**src/rtl/msi_ind_pkg.sv**
```systemverilog
package msi_ind_pkg;
  typedef enum logic [2:0] {
    ST_IDLE,
    ST_IND_RD,
    ST_IND_WR,
    ST_SUM_RD,
    ST_SUM_WR
  } rmw_state_e;

  typedef enum logic [1:0] {
    EV_NONE      = 2'd0,
    EV_NO_FUNC   = 2'd1,
    EV_IND_FAULT = 2'd2
  } err_code_e;

  localparam int unsigned NUM_TGT = 2;
  localparam int unsigned TGT_IND = 0;
  localparam int unsigned TGT_SUM = 1;
endpackage

```
**src/rtl/msi_bit_locator.sv**
```systemverilog
module msi_bit_locator #(
  parameter int unsigned AW    = 32,
  parameter int unsigned OFF_W = 16,
  parameter int unsigned VEC_W = 11
) (
  input  logic [AW-1:0]    base_i,
  input  logic [OFF_W-1:0] off_i,
  input  logic [VEC_W-1:0] vec_i,
  output logic [AW-1:0]    byte_addr_o,
  output logic [7:0]       mask_o
);
  localparam int unsigned POS_W = ((OFF_W > VEC_W) ? OFF_W : VEC_W) + 1;

  logic [POS_W-1:0] pos;

  always_comb begin
    pos         = POS_W'(off_i) + POS_W'(vec_i);
    byte_addr_o = base_i + AW'(pos >> 3);
    mask_o      = 8'h80 >> pos[2:0];   // MSB-first bit numbering
  end
endmodule

```
**src/rtl/msi_rmw_seq.sv**
```systemverilog
module msi_rmw_seq
  import msi_ind_pkg::*;
#(
  parameter int unsigned AW = 32
) (
  input  logic                         clk_i,
  input  logic                         rst_ni,
  input  logic                         start_i,
  input  logic [NUM_TGT-1:0][AW-1:0]   tgt_addr_i,
  input  logic [NUM_TGT-1:0][7:0]      tgt_mask_i,
  output logic                         busy_o,
  output logic                         mem_req_o,
  output logic                         mem_we_o,
  output logic [AW-1:0]                mem_addr_o,
  output logic [7:0]                   mem_wdata_o,
  input  logic [7:0]                   mem_rdata_i,
  input  logic                         mem_ack_i,
  input  logic                         mem_err_i,
  output logic                         ind_fault_o,
  output logic                         fire_o
);
  rmw_state_e                 state_q;
  logic [NUM_TGT-1:0][AW-1:0] addr_q;
  logic [NUM_TGT-1:0][7:0]    mask_q;
  logic [7:0]                 wbyte_q;
  logic                       sum_zero_q;
  logic                       on_sum;
  logic                       is_rd;

  for (genvar t = 0; t < NUM_TGT; t++) begin : g_tgt
    always_ff @(posedge clk_i or negedge rst_ni) begin
      if (!rst_ni) begin
        addr_q[t] <= '0;
        mask_q[t] <= '0;
      end else if (start_i && state_q == ST_IDLE) begin
        addr_q[t] <= tgt_addr_i[t];
        mask_q[t] <= tgt_mask_i[t];
      end
    end
  end

  always_ff @(posedge clk_i or negedge rst_ni) begin
    if (!rst_ni) begin
      state_q    <= ST_IDLE;
      wbyte_q    <= '0;
      sum_zero_q <= 1'b0;
    end else begin
      unique case (state_q)
        ST_IDLE: if (start_i) state_q <= ST_IND_RD;
        ST_IND_RD: if (mem_ack_i) begin
          if (mem_err_i) state_q <= ST_SUM_RD;
          else begin
            wbyte_q <= mem_rdata_i | mask_q[TGT_IND];
            state_q <= ST_IND_WR;
          end
        end
        ST_IND_WR: if (mem_ack_i) state_q <= ST_SUM_RD;
        ST_SUM_RD: if (mem_ack_i) begin
          if (mem_err_i) state_q <= ST_IDLE;
          else begin
            wbyte_q    <= mem_rdata_i | mask_q[TGT_SUM];
            sum_zero_q <= (mem_rdata_i == 8'h00);
            state_q    <= ST_SUM_WR;
          end
        end
        ST_SUM_WR: if (mem_ack_i) state_q <= ST_IDLE;
        default: state_q <= ST_IDLE;
      endcase
    end
  end

  always_comb begin
    on_sum      = (state_q == ST_SUM_RD) || (state_q == ST_SUM_WR);
    is_rd       = (state_q == ST_IND_RD) || (state_q == ST_SUM_RD);
    busy_o      = (state_q != ST_IDLE);
    mem_req_o   = busy_o;
    mem_we_o    = busy_o && !is_rd;
    mem_addr_o  = on_sum ? addr_q[TGT_SUM] : addr_q[TGT_IND];
    mem_wdata_o = wbyte_q;
    ind_fault_o = mem_ack_i && mem_err_i && is_rd;
    fire_o      = mem_ack_i && (state_q == ST_SUM_WR) && sum_zero_q;
  end

  AST_REQ_HOLD: assert property (@(posedge clk_i) disable iff (!rst_ni)
    (mem_req_o && !mem_ack_i) |=> (mem_req_o && $stable(mem_addr_o) && $stable(mem_we_o)));

  AST_RMW_SAME_BYTE: assert property (@(posedge clk_i) disable iff (!rst_ni)
    (mem_req_o && mem_ack_i && !mem_we_o && !mem_err_i) |=>
      (mem_req_o && mem_we_o && $stable(mem_addr_o) &&
       ((mem_wdata_o & $past(mem_rdata_i)) == $past(mem_rdata_i))));

  AST_FIRE_ON_WRITE: assert property (@(posedge clk_i) disable iff (!rst_ni)
    fire_o |-> (mem_req_o && mem_we_o && mem_ack_i));
endmodule

```
**src/rtl/msi_event_gen.sv**
```systemverilog
module msi_event_gen
  import msi_ind_pkg::*;
#(
  parameter int unsigned AW            = 32,
  parameter int unsigned DW            = 32,
  parameter int unsigned VEC_W         = 11,
  parameter int unsigned ISC_W         = 3,
  parameter int unsigned ERR_VEC_SHIFT = 4,
  localparam int unsigned IDX_W        = DW - VEC_W
) (
  input  logic             clk_i,
  input  logic             rst_ni,
  input  logic             no_func_i,
  input  logic [IDX_W-1:0] idx_i,
  input  logic [VEC_W-1:0] vec_i,
  input  logic [AW-1:0]    addr_i,
  input  logic             ind_fault_i,
  input  logic             fire_i,
  input  logic [ISC_W-1:0] isc_i,
  output logic             irq_o,
  output logic [ISC_W-1:0] irq_isc_o,
  output logic             err_valid_o,
  output logic [1:0]       err_code_o,
  output logic [IDX_W-1:0] err_idx_o,
  output logic [AW-1:0]    err_addr_o,
  output logic [DW-1:0]    err_info_o
);
  always_ff @(posedge clk_i or negedge rst_ni) begin
    if (!rst_ni) begin
      irq_o       <= 1'b0;
      irq_isc_o   <= '0;
      err_valid_o <= 1'b0;
      err_code_o  <= EV_NONE;
      err_idx_o   <= '0;
      err_addr_o  <= '0;
      err_info_o  <= '0;
    end else begin
      irq_o       <= fire_i;
      if (fire_i) irq_isc_o <= isc_i;
      err_valid_o <= no_func_i || ind_fault_i;
      if (no_func_i) begin
        err_code_o <= EV_NO_FUNC;
        err_idx_o  <= idx_i;
        err_addr_o <= addr_i;
        err_info_o <= DW'(vec_i) << ERR_VEC_SHIFT;
      end else if (ind_fault_i) begin
        err_code_o <= EV_IND_FAULT;
        err_idx_o  <= '0;
        err_addr_o <= '0;
        err_info_o <= '0;
      end
    end
  end

  AST_EVT_EXCL: assert property (@(posedge clk_i) disable iff (!rst_ni)
    !(no_func_i && ind_fault_i));

  AST_IRQ_PULSE: assert property (@(posedge clk_i) disable iff (!rst_ni)
    irq_o |=> !irq_o);
endmodule

```
**src/rtl/msi_ind_setter.sv**
```systemverilog
module msi_ind_setter
  import msi_ind_pkg::*;
#(
  parameter int unsigned AW            = 32,
  parameter int unsigned DW            = 32,
  parameter int unsigned VEC_W         = 11,
  parameter int unsigned OFF_W         = 16,
  parameter int unsigned ISC_W         = 3,
  parameter int unsigned ERR_VEC_SHIFT = 4,
  localparam int unsigned IDX_W        = DW - VEC_W
) (
  input  logic             clk_i,
  input  logic             rst_ni,
  input  logic             wr_valid_i,
  input  logic [AW-1:0]    wr_addr_i,
  input  logic [DW-1:0]    wr_data_i,
  output logic             ready_o,
  input  logic             rd_req_i,
  output logic             rd_valid_o,
  output logic [DW-1:0]    rd_data_o,
  input  logic             bound_i,
  input  logic             enabled_i,
  input  logic [AW-1:0]    ind_base_i,
  input  logic [OFF_W-1:0] ind_off_i,
  input  logic [AW-1:0]    sum_base_i,
  input  logic [OFF_W-1:0] sum_off_i,
  input  logic [ISC_W-1:0] isc_i,
  output logic             mem_req_o,
  output logic             mem_we_o,
  output logic [AW-1:0]    mem_addr_o,
  output logic [7:0]       mem_wdata_o,
  input  logic [7:0]       mem_rdata_i,
  input  logic             mem_ack_i,
  input  logic             mem_err_i,
  output logic             irq_o,
  output logic [ISC_W-1:0] irq_isc_o,
  output logic             err_valid_o,
  output logic [1:0]       err_code_o,
  output logic [IDX_W-1:0] err_idx_o,
  output logic [AW-1:0]    err_addr_o,
  output logic [DW-1:0]    err_info_o
);
  logic [VEC_W-1:0]           vec;
  logic [IDX_W-1:0]           idx;
  logic                       accept, start, no_func, busy;
  logic                       ind_fault, fire;
  logic [NUM_TGT-1:0][AW-1:0]    base_v, loc_addr;
  logic [NUM_TGT-1:0][OFF_W-1:0] off_v;
  logic [NUM_TGT-1:0][VEC_W-1:0] vec_v;
  logic [NUM_TGT-1:0][7:0]       loc_mask;
  logic [ISC_W-1:0]           isc_q;
  logic                       rd_valid_q;

  always_comb begin
    vec     = wr_data_i[VEC_W-1:0];
    idx     = wr_data_i[DW-1:VEC_W];
    ready_o = !busy;
    accept  = wr_valid_i && ready_o;
    start   = accept && bound_i && enabled_i;
    no_func = accept && !bound_i;
    base_v[TGT_IND] = ind_base_i;
    off_v[TGT_IND]  = ind_off_i;
    vec_v[TGT_IND]  = vec;
    base_v[TGT_SUM] = sum_base_i;
    off_v[TGT_SUM]  = sum_off_i;
    vec_v[TGT_SUM]  = '0;   // summary bit is per function
  end

  for (genvar t = 0; t < NUM_TGT; t++) begin : g_loc
    msi_bit_locator #(.AW(AW), .OFF_W(OFF_W), .VEC_W(VEC_W)) u_loc (
      .base_i      (base_v[t]),
      .off_i       (off_v[t]),
      .vec_i       (vec_v[t]),
      .byte_addr_o (loc_addr[t]),
      .mask_o      (loc_mask[t])
    );
  end

  msi_rmw_seq #(.AW(AW)) u_seq (
    .clk_i       (clk_i),
    .rst_ni      (rst_ni),
    .start_i     (start),
    .tgt_addr_i  (loc_addr),
    .tgt_mask_i  (loc_mask),
    .busy_o      (busy),
    .mem_req_o   (mem_req_o),
    .mem_we_o    (mem_we_o),
    .mem_addr_o  (mem_addr_o),
    .mem_wdata_o (mem_wdata_o),
    .mem_rdata_i (mem_rdata_i),
    .mem_ack_i   (mem_ack_i),
    .mem_err_i   (mem_err_i),
    .ind_fault_o (ind_fault),
    .fire_o      (fire)
  );

  always_ff @(posedge clk_i or negedge rst_ni) begin
    if (!rst_ni) begin
      isc_q      <= '0;
      rd_valid_q <= 1'b0;
    end else begin
      if (start) isc_q <= isc_i;
      rd_valid_q <= rd_req_i;
    end
  end

  assign rd_valid_o = rd_valid_q;
  assign rd_data_o  = rd_valid_q ? '1 : '0;

  msi_event_gen #(
    .AW(AW), .DW(DW), .VEC_W(VEC_W), .ISC_W(ISC_W), .ERR_VEC_SHIFT(ERR_VEC_SHIFT)
  ) u_evt (
    .clk_i       (clk_i),
    .rst_ni      (rst_ni),
    .no_func_i   (no_func),
    .idx_i       (idx),
    .vec_i       (vec),
    .addr_i      (wr_addr_i),
    .ind_fault_i (ind_fault),
    .fire_i      (fire),
    .isc_i       (isc_q),
    .irq_o       (irq_o),
    .irq_isc_o   (irq_isc_o),
    .err_valid_o (err_valid_o),
    .err_code_o  (err_code_o),
    .err_idx_o   (err_idx_o),
    .err_addr_o  (err_addr_o),
    .err_info_o  (err_info_o)
  );

  AST_BUSY_NOT_READY: assert property (@(posedge clk_i) disable iff (!rst_ni)
    mem_req_o |-> !ready_o);

  AST_DISABLED_IGNORED: assert property (@(posedge clk_i) disable iff (!rst_ni)
    (wr_valid_i && ready_o && bound_i && !enabled_i) |=>
      (ready_o && !mem_req_o && !err_valid_o && !irq_o));

  AST_NO_FUNC_EVENT: assert property (@(posedge clk_i) disable iff (!rst_ni)
    (wr_valid_i && ready_o && !bound_i) |=>
      (ready_o && !mem_req_o && err_valid_o && err_code_o == 2'd1));

  AST_RD_ANSWER: assert property (@(posedge clk_i) disable iff (!rst_ni)
    rd_req_i |=> (rd_valid_o && rd_data_o == '1));
endmodule

```
**config.mk**
```make
export PLATFORM = sky130hd
export DESIGN_NAME = msi_ind_setter
export DESIGN_NICKNAME = d
export VERILOG_FILES = /design/src/rtl/msi_ind_pkg.sv /design/src/rtl/msi_bit_locator.sv /design/src/rtl/msi_rmw_seq.sv /design/src/rtl/msi_event_gen.sv /design/src/rtl/msi_ind_setter.sv
export SDC_FILE = /design/constraint.sdc
export NUM_CORES = 1
export LEC_CHECK = 0
export ABC_AREA = 0
export BUFFER_PORTS_ARGS = -buffer_cell sky130_fd_sc_hd__buf_2
export CORE_MARGIN = 3
export CORE_UTILIZATION = 45
export DETAILED_ROUTE_END_ITERATION = 6
export PLACE_DENSITY = 0.72
export SLEW_MARGIN = 20
export SYNTH_ARGS = -nofsm -noshare
export SYNTH_HDL_FRONTEND = slang
export SYNTH_SLANG_ARGS = --single-unit
```
**constraint.sdc**
```tcl
create_clock -name clk_i -period 2.7 [get_ports clk_i]
set_input_delay 0.54 -clock clk_i [delete_from_list [all_inputs] [get_ports clk_i]]
set_output_delay 0.54 -clock clk_i [all_outputs]
set_load 0.02 [all_outputs]
```
Yosys cells after proc, flatten, opt, wreduce, memory -nomap -nowiden
Cells that the tools add are included.

Word-level logic and storage cells: 81. Register bits: 188. Input bits: 179.

Shift operators: 2. Add/subtract/negate cells: 3. Mux-type cells: 22. Reductions and logical operators: 24. Bitwise logic cells: 3. Equality and inequality tests: 11.

Operators by type and width (count): 32-bit two-way mux (5); 21-bit two-way mux (2); 32-bit by 13-bit adder with 32-bit output (1); 32-bit by 14-bit adder with 32-bit output (1); 8-bit two-way mux (4); 3-bit two-way mux (6); 16-bit by 11-bit adder with 17-bit output (1); 8-bit bitwise OR (2); 8-bit case mux with 2 select lines (1); 8-bit by 3-bit >> shifter with 8-bit output, first input constant (2); 3-bit case mux with 5 select lines (1); 2-bit inequality test, second input constant (6); 1-bit logical AND (10); 5-bit AND reduction (2); 8-bit logical NOT (1); 3-bit by 2-bit == test with 1-bit output, second input constant (2); 2-bit two-way mux (2); 2-bit nonzero test (2); 3-bit by 1-bit == test with 1-bit output, second input constant (1); 3-bit == test, second input constant (1); 1-bit logical NOT (3); 3-bit logical NOT (1); 1-bit logical OR (3); 3-bit AND reduction (1); other kinds (4) (4).

Depth between registers and ports, before layout
Word-level depth: 7. Mapped depth: 18. Gate-level depth less buffers: 18.

Cells and area by module
A second synthesis with hierarchy kept.

Cell total of the unflattened synthesis: 979. Area, all modules: 10725.3 um^2.

Modules (own cells, without submodules): msi_rmw_seq (cells each 280, area each 4239.1 um^2, times used 1); msi_event_gen (cells each 180, area each 2660.1 um^2, times used 1); msi_bit_locator at g_loc[1].u_loc (cells each 236, area each 1725.4 um^2, times used 1); msi_bit_locator at g_loc[0].u_loc (cells each 239, area each 1672.9 um^2, times used 1); msi_ind_setter (cells each 44, area each 427.9 um^2, times used 1).

Worst setup path before layout
No wires, ideal clock.

Path type: input to register. Start: input wr_data_i[4]. End: register u_seq.addr_q[17] in the netlist's numbering. Path buffers: 0. Data arrival time: 3935 ps. Slack: -1364 ps. Data required time: 2571 ps. Library setup time: 129 ps. Stages on the path: 16. Path through: ha_1 -> o21a_1 -> o21a_1 -> a2111oi_0 -> o31ai_1 -> a21oi_1 -> and3b_1 -> xor2_1 -> ha_1 -> a21oi_1 -> a31oi_1 -> a41o_1 -> nor3_4 -> nor2_1 -> xnor2_1 -> o21ai_1.

Longest elaborated chain between the ends: 2.

Ends and longest elaborated chain: start: declaration (line msi_ind_setter.sv:16) `input logic [DW-1:0] wr_data_i,`; 16-bit by 11-bit adder with 17-bit output (line msi_bit_locator.sv:17) `pos = POS_W'(off_i) + POS_W'(vec_i);`; 32-bit by 14-bit adder with 32-bit output (line msi_bit_locator.sv:18) `byte_addr_o = base_i + AW'(pos >> 3);`; end signal: indexed assignment (line msi_rmw_seq.sv:36) `addr_q[t] <= tgt_addr_i[t];`; end: declaration (line msi_rmw_seq.sv:23) `logic [NUM_TGT-1:0][AW-1:0] addr_q;`.

Every way passes these cells. A chain may end at the register's enable or synchronous reset.

Worst setup path after layout
Start: input wr_data_i[4]. End: register u_seq.addr_q[23] in the netlist's numbering.

Same word-level chain as after synthesis.

==> flow_metrics.py <==
metrics = {
    "synth": {
        "synth_edf_count": 0,
        "yosysSeqAreaShare": 0.430,
        "netlist_area_sq_mm": 0.00973,
        "yosys.area.top_type_share": 0.430,
        "synth_adder_area_share": 0.0550,
        "synth_xor_area_frac": 0.0540,
        "syn_inst": 1098,
        "synth-simple-area-share": 0.181,
        "ys.flop_type": "dfrtp_1",
        "synth_top_family_by_area": "simple AND/OR/NAND/NOR gates",
        "synth-seq-cells": 167,
        "synth-warning-count": 0,
        "synth_area_leaders": "dfrtp_1 (43%), nand2_1 (9.5%), o21ai_0 (6.8%), ha_1 (4.9%), buf_4 (4.1%)",
        "postSynthAreaPerCell_sq_um": 8.86,
        "synth_compound_area_frac": 0.167,
        "ys_types": 56,
        "synth_top_area_cell": "dfrtp_1",
        "async_reset_ff_frac": 1.00,
        "synthMuxAreaShare": 0.0405,
    },
    "global_route": {
        "top_usage_layer": "met2",
        "grt_max_degree": 109,
        "grt_pass1_wl_mm": 44.6,
        "grt_use_met1": 0.291,
        "grt_remaining_overflow": 0,
        "antenna_found_initial": 3,
        "grtUsageMet2": 0.408,
        "grt_pass1_vias": 8753,
        "grtUsageTotal": 0.233,
        "grt.met3_usage": 0.0419,
    },
    "floorplanning": {
        "core_area_sq_mm": 0.0212,
        "io_pins": 347,
        "fp.dieArea_sq_mm": 0.0234,
        "dieWidth_um": 153,
        "start_util": 0.460,
        "core.rowCount": 53,
        "die_h_um": 153,
    },
    "clock_network": {
        "cts_buffers": 17,
        "htreeDepth": 4,
        "cts_hold_buf": 0,
        "clk_pin_slew_ps": 70,
        "clock_latency_ps": 430,
        "cts_tree": "done",
        "clk_path_buf_depth": 2,
        "root_buffer": "clkbuf_16",
        "cts_sinks": 167,
    },
    "timing": {
        "worst_pin_slew_ps": 619,
        "fin_crit_ps": 3780,
        "final.setup.worst_slack_ps": -1080,
        "setup_viol": 27,
        "rsz0062_at_grt": "yes",
        "finClkSkew_ps": 10.9,
        "finalHoldViolations": 0,
        "slew_headroom": 0.587,
        "fmax_mhz": 265,
        "finalCritPeriodShare": 1.40,
        "slew_violations": 0,
    },
    "finish": {
        "finalNetCount": 1696,
        "most-common-layout-cells": "buf_2 (314), nand2_1 (243), dfrtp_1 (165), o21ai_0 (119), buf_4 (101)",
        "final_common_cell": "buf_2",
        "multi_input_area_sq_mm": 0.00532,
        "drive_gt1_frac": 0.394,
        "fin_cells": 1767,
        "fillers": 1777,
        "seq_area_sq_mm": 0.00418,
        "area.growth.synth_to_final_pct": 37.8,
    },
    "routing": {
        "drc": 0,
        "finalWirelength_mm": 29.0,
        "drtIter0Drc": 494,
        "drt_pass1_iterations": 5,
        "vias": 9248,
        "drtAntennaViolNets": 0,
        "wl_per_cell_um": 16.4,
        "viasPerCell": 5.23,
    },
    "setup_path": {
        "r2r_start": "u_seq.state_q[1]$_DFFE_PN0P_",
        "path_depth": 18,
        "critPathMaxFanout": 6,
        "slowest_stage": "a2111oi_4",
        "cp-end-kind": "register",
        "path_buf_inv": 2,
        "cp-startpoint": "wr_data_i[4]",
        "cp-start-kind": "input port",
        "endpoint": "u_seq.addr_q[23]$_DFFE_PN0P_",
        "critical_path_class": "input port to register",
        "cp.arrival_ps": 4070,
        "crit_chain": "buf_8 > ha_4 > o21a_1 > o21a_1 > a2111oi_4 > o31ai_2 > a21oi_2 > and3b_1 > xor2_1 > ha_1 > a21oi_2 > a31oi_1 > a41o_1 > nor3_4 > buf_12 > nor2_1 > xnor2_1 > o21ai_1",
        "critPathTopFamily": "compound AO/OA/AOI/OAI gates",
        "r2r_cells": 7,
        "cp.required_ps": 2990,
        "slowest_delay_ps": 410,
        "r2r_slack_ps": 370,
        "worst_r2r_endpoint": "u_seq.addr_q[46]$_DFFE_PN0P_",
    },
    "hold_path": {
        "hold_path.class": "input port to async pin",
    },
    "status": {
        "violations": "negative setup slack",
        "status": "complete, but fails checks",
    },
    "place": {
        "dp.cells": 1709,
        "routabilityCongestion": 0.946,
        "hpwl_mm": 21.5,
        "port_buffers": 325,
    },
    "power": {
        "power.density_mw_per_mm2": 922,
        "power.total_mw": 12.4,
        "peakVddDrop_mv": 0.759,
        "leakage_nw": 6.63,
    },
    "flow_run": {
        "maxCapViolCount": 0,
    },
}
==> area by class of cell <==
| cell class | count | share of cell area |
|---|---|---|
| antenna | 3 | 0.000560 |
| clock buffer | 17 | 0.0317 |
| clock inverter | 15 | 0.0162 |
| inverter | 31 | 0.00887 |
| multi-input combinational | 816 | 0.397 |
| sequential | 167 | 0.312 |
| tap | 275 | 0.0257 |
| timing repair buffer | 443 | 0.208 |
==> repair_timing <==
item                                    in CTS  in global routing
endpoints found under the setup margin      28                 66
endpoints found under the hold margin        0                  0
gates resized for setup                     36                 54
gates cloned                                 0                  3
pin swaps                                   30                 30
setup buffers                               11                 11
==> synth_stat cells, types with 4 or more instances <==
library cell  instances
o31ai_1              12
nor2_1               51
mux2_2               35
ha_1                 38
nand4_1               7
and3_1               16
xnor2_1              40
o21ai_0             132
nand2_1             245
or4_1                 5
and2_1                4
o21a_1                6
a31oi_1              14
inv_1                31
clkbuf_1             48
o2111ai_1             5
dfrtp_1             167
buf_4                53
or3_1                12
o21ai_1               8
o211ai_1              4
a21o_1                9
xor2_1               20
o41ai_1               7
nand2b_1              9
nor3_1                7
nand3_1              18
a21oi_1              34
a211oi_1             19
==> stage by stage <==
| step | setup TNS (ps) | cell area [sq um] | setup slack [ps] | hold WS [ps] | utilization |
|---|---|---|---|---|---|
| finish | -21550 | 13400 | -1080 | 97.4 | 0.634 |
| floorplan | -23590 | 9890 | -1200 | 244 | - |
| global placement | -36680 | 12200 | -1510 | 454 | 0.575 |
| global route | -24920 | 13400 | -1200 | 120 | 0.634 |
| detailed placement | -38860 | 12200 | -1580 | 459 | 0.575 |
| CTS | -19760 | 13000 | -1010 | 121 | 0.616 |
==> power breakdown <==
group          internal (mW)  switching, mW  total, mW
Combinational           2.35           3.27       5.62
Sequential              3.53          0.573       4.10
Clock                   1.44           1.20       2.64
Total                   7.32           5.04       12.4
==> kinds of logic after synthesis <==
logic type | Yosys count
compound gates | 267
xor+xnor | 60
fa+ha+maj | 41
buf+inv | 136
flops | 167
mux | 35
other cells | 1
simple gates | 391
==> worst min path at each step <==
| stage | from | end | cells after the start |
|---|---|---|---|
| 6_report | rst_ni | u_evt.err_addr_o[29]$_DFFE_PN0P_ | 1 |
| 5_1_grt | rst_ni | u_evt.err_addr_o[29]$_DFFE_PN0P_ | 1 |
| 4_1_cts | rst_ni | u_evt.err_addr_o[24]$_DFFE_PN0P_ | 1 |
| 3_5_place_dp | isc_q[0]$_DFFE_PN0P_ | isc_q[0]$_DFFE_PN0P_ | 2 |
| 3_3_place_gp | isc_q[2]$_DFFE_PN0P_ | isc_q[2]$_DFFE_PN0P_ | 2 |
| 2_1_floorplan | rst_ni | isc_q[0]$_DFFE_PN0P_ | 0 |
==> worst register-to-register path: stages, from the launching register on <==
cell,delay (ps)
dfrtp_2,430
buf_4,140
buf_4,160
nor3_1,350
nand4_1,210
buf_12,250
or4_1,610
nand3_1,90
==> per-layer routing <==
| layer | vias to the layer above | wire length [um] |
|---|---|---|
| li1 | 4498 | - |
| met1 | 4402 | 12200 |
| met2 | 292 | 14600 |
| met3 | 56 | 1300 |
| met4 | 0 | 818 |
| met5 | - | 0 |
==> registers in the layout, indices dropped and copies added (netlist names) <==
name               flops
u_seq.addr_q          64
u_evt.err_code_o       2
u_evt.err_valid_o      1
u_evt.err_info_o      11
rd_valid_o             1
u_evt.err_addr_o      32
u_evt.irq_o            1
u_evt.err_idx_o       21
u_seq.mask_q          16
u_seq.sum_zero_q       1
isc_q                  3
u_seq.state_q          3
u_evt.irq_isc_o        3
u_seq.mem_wdata_o      8
Power figures use the tool's default switching activity.
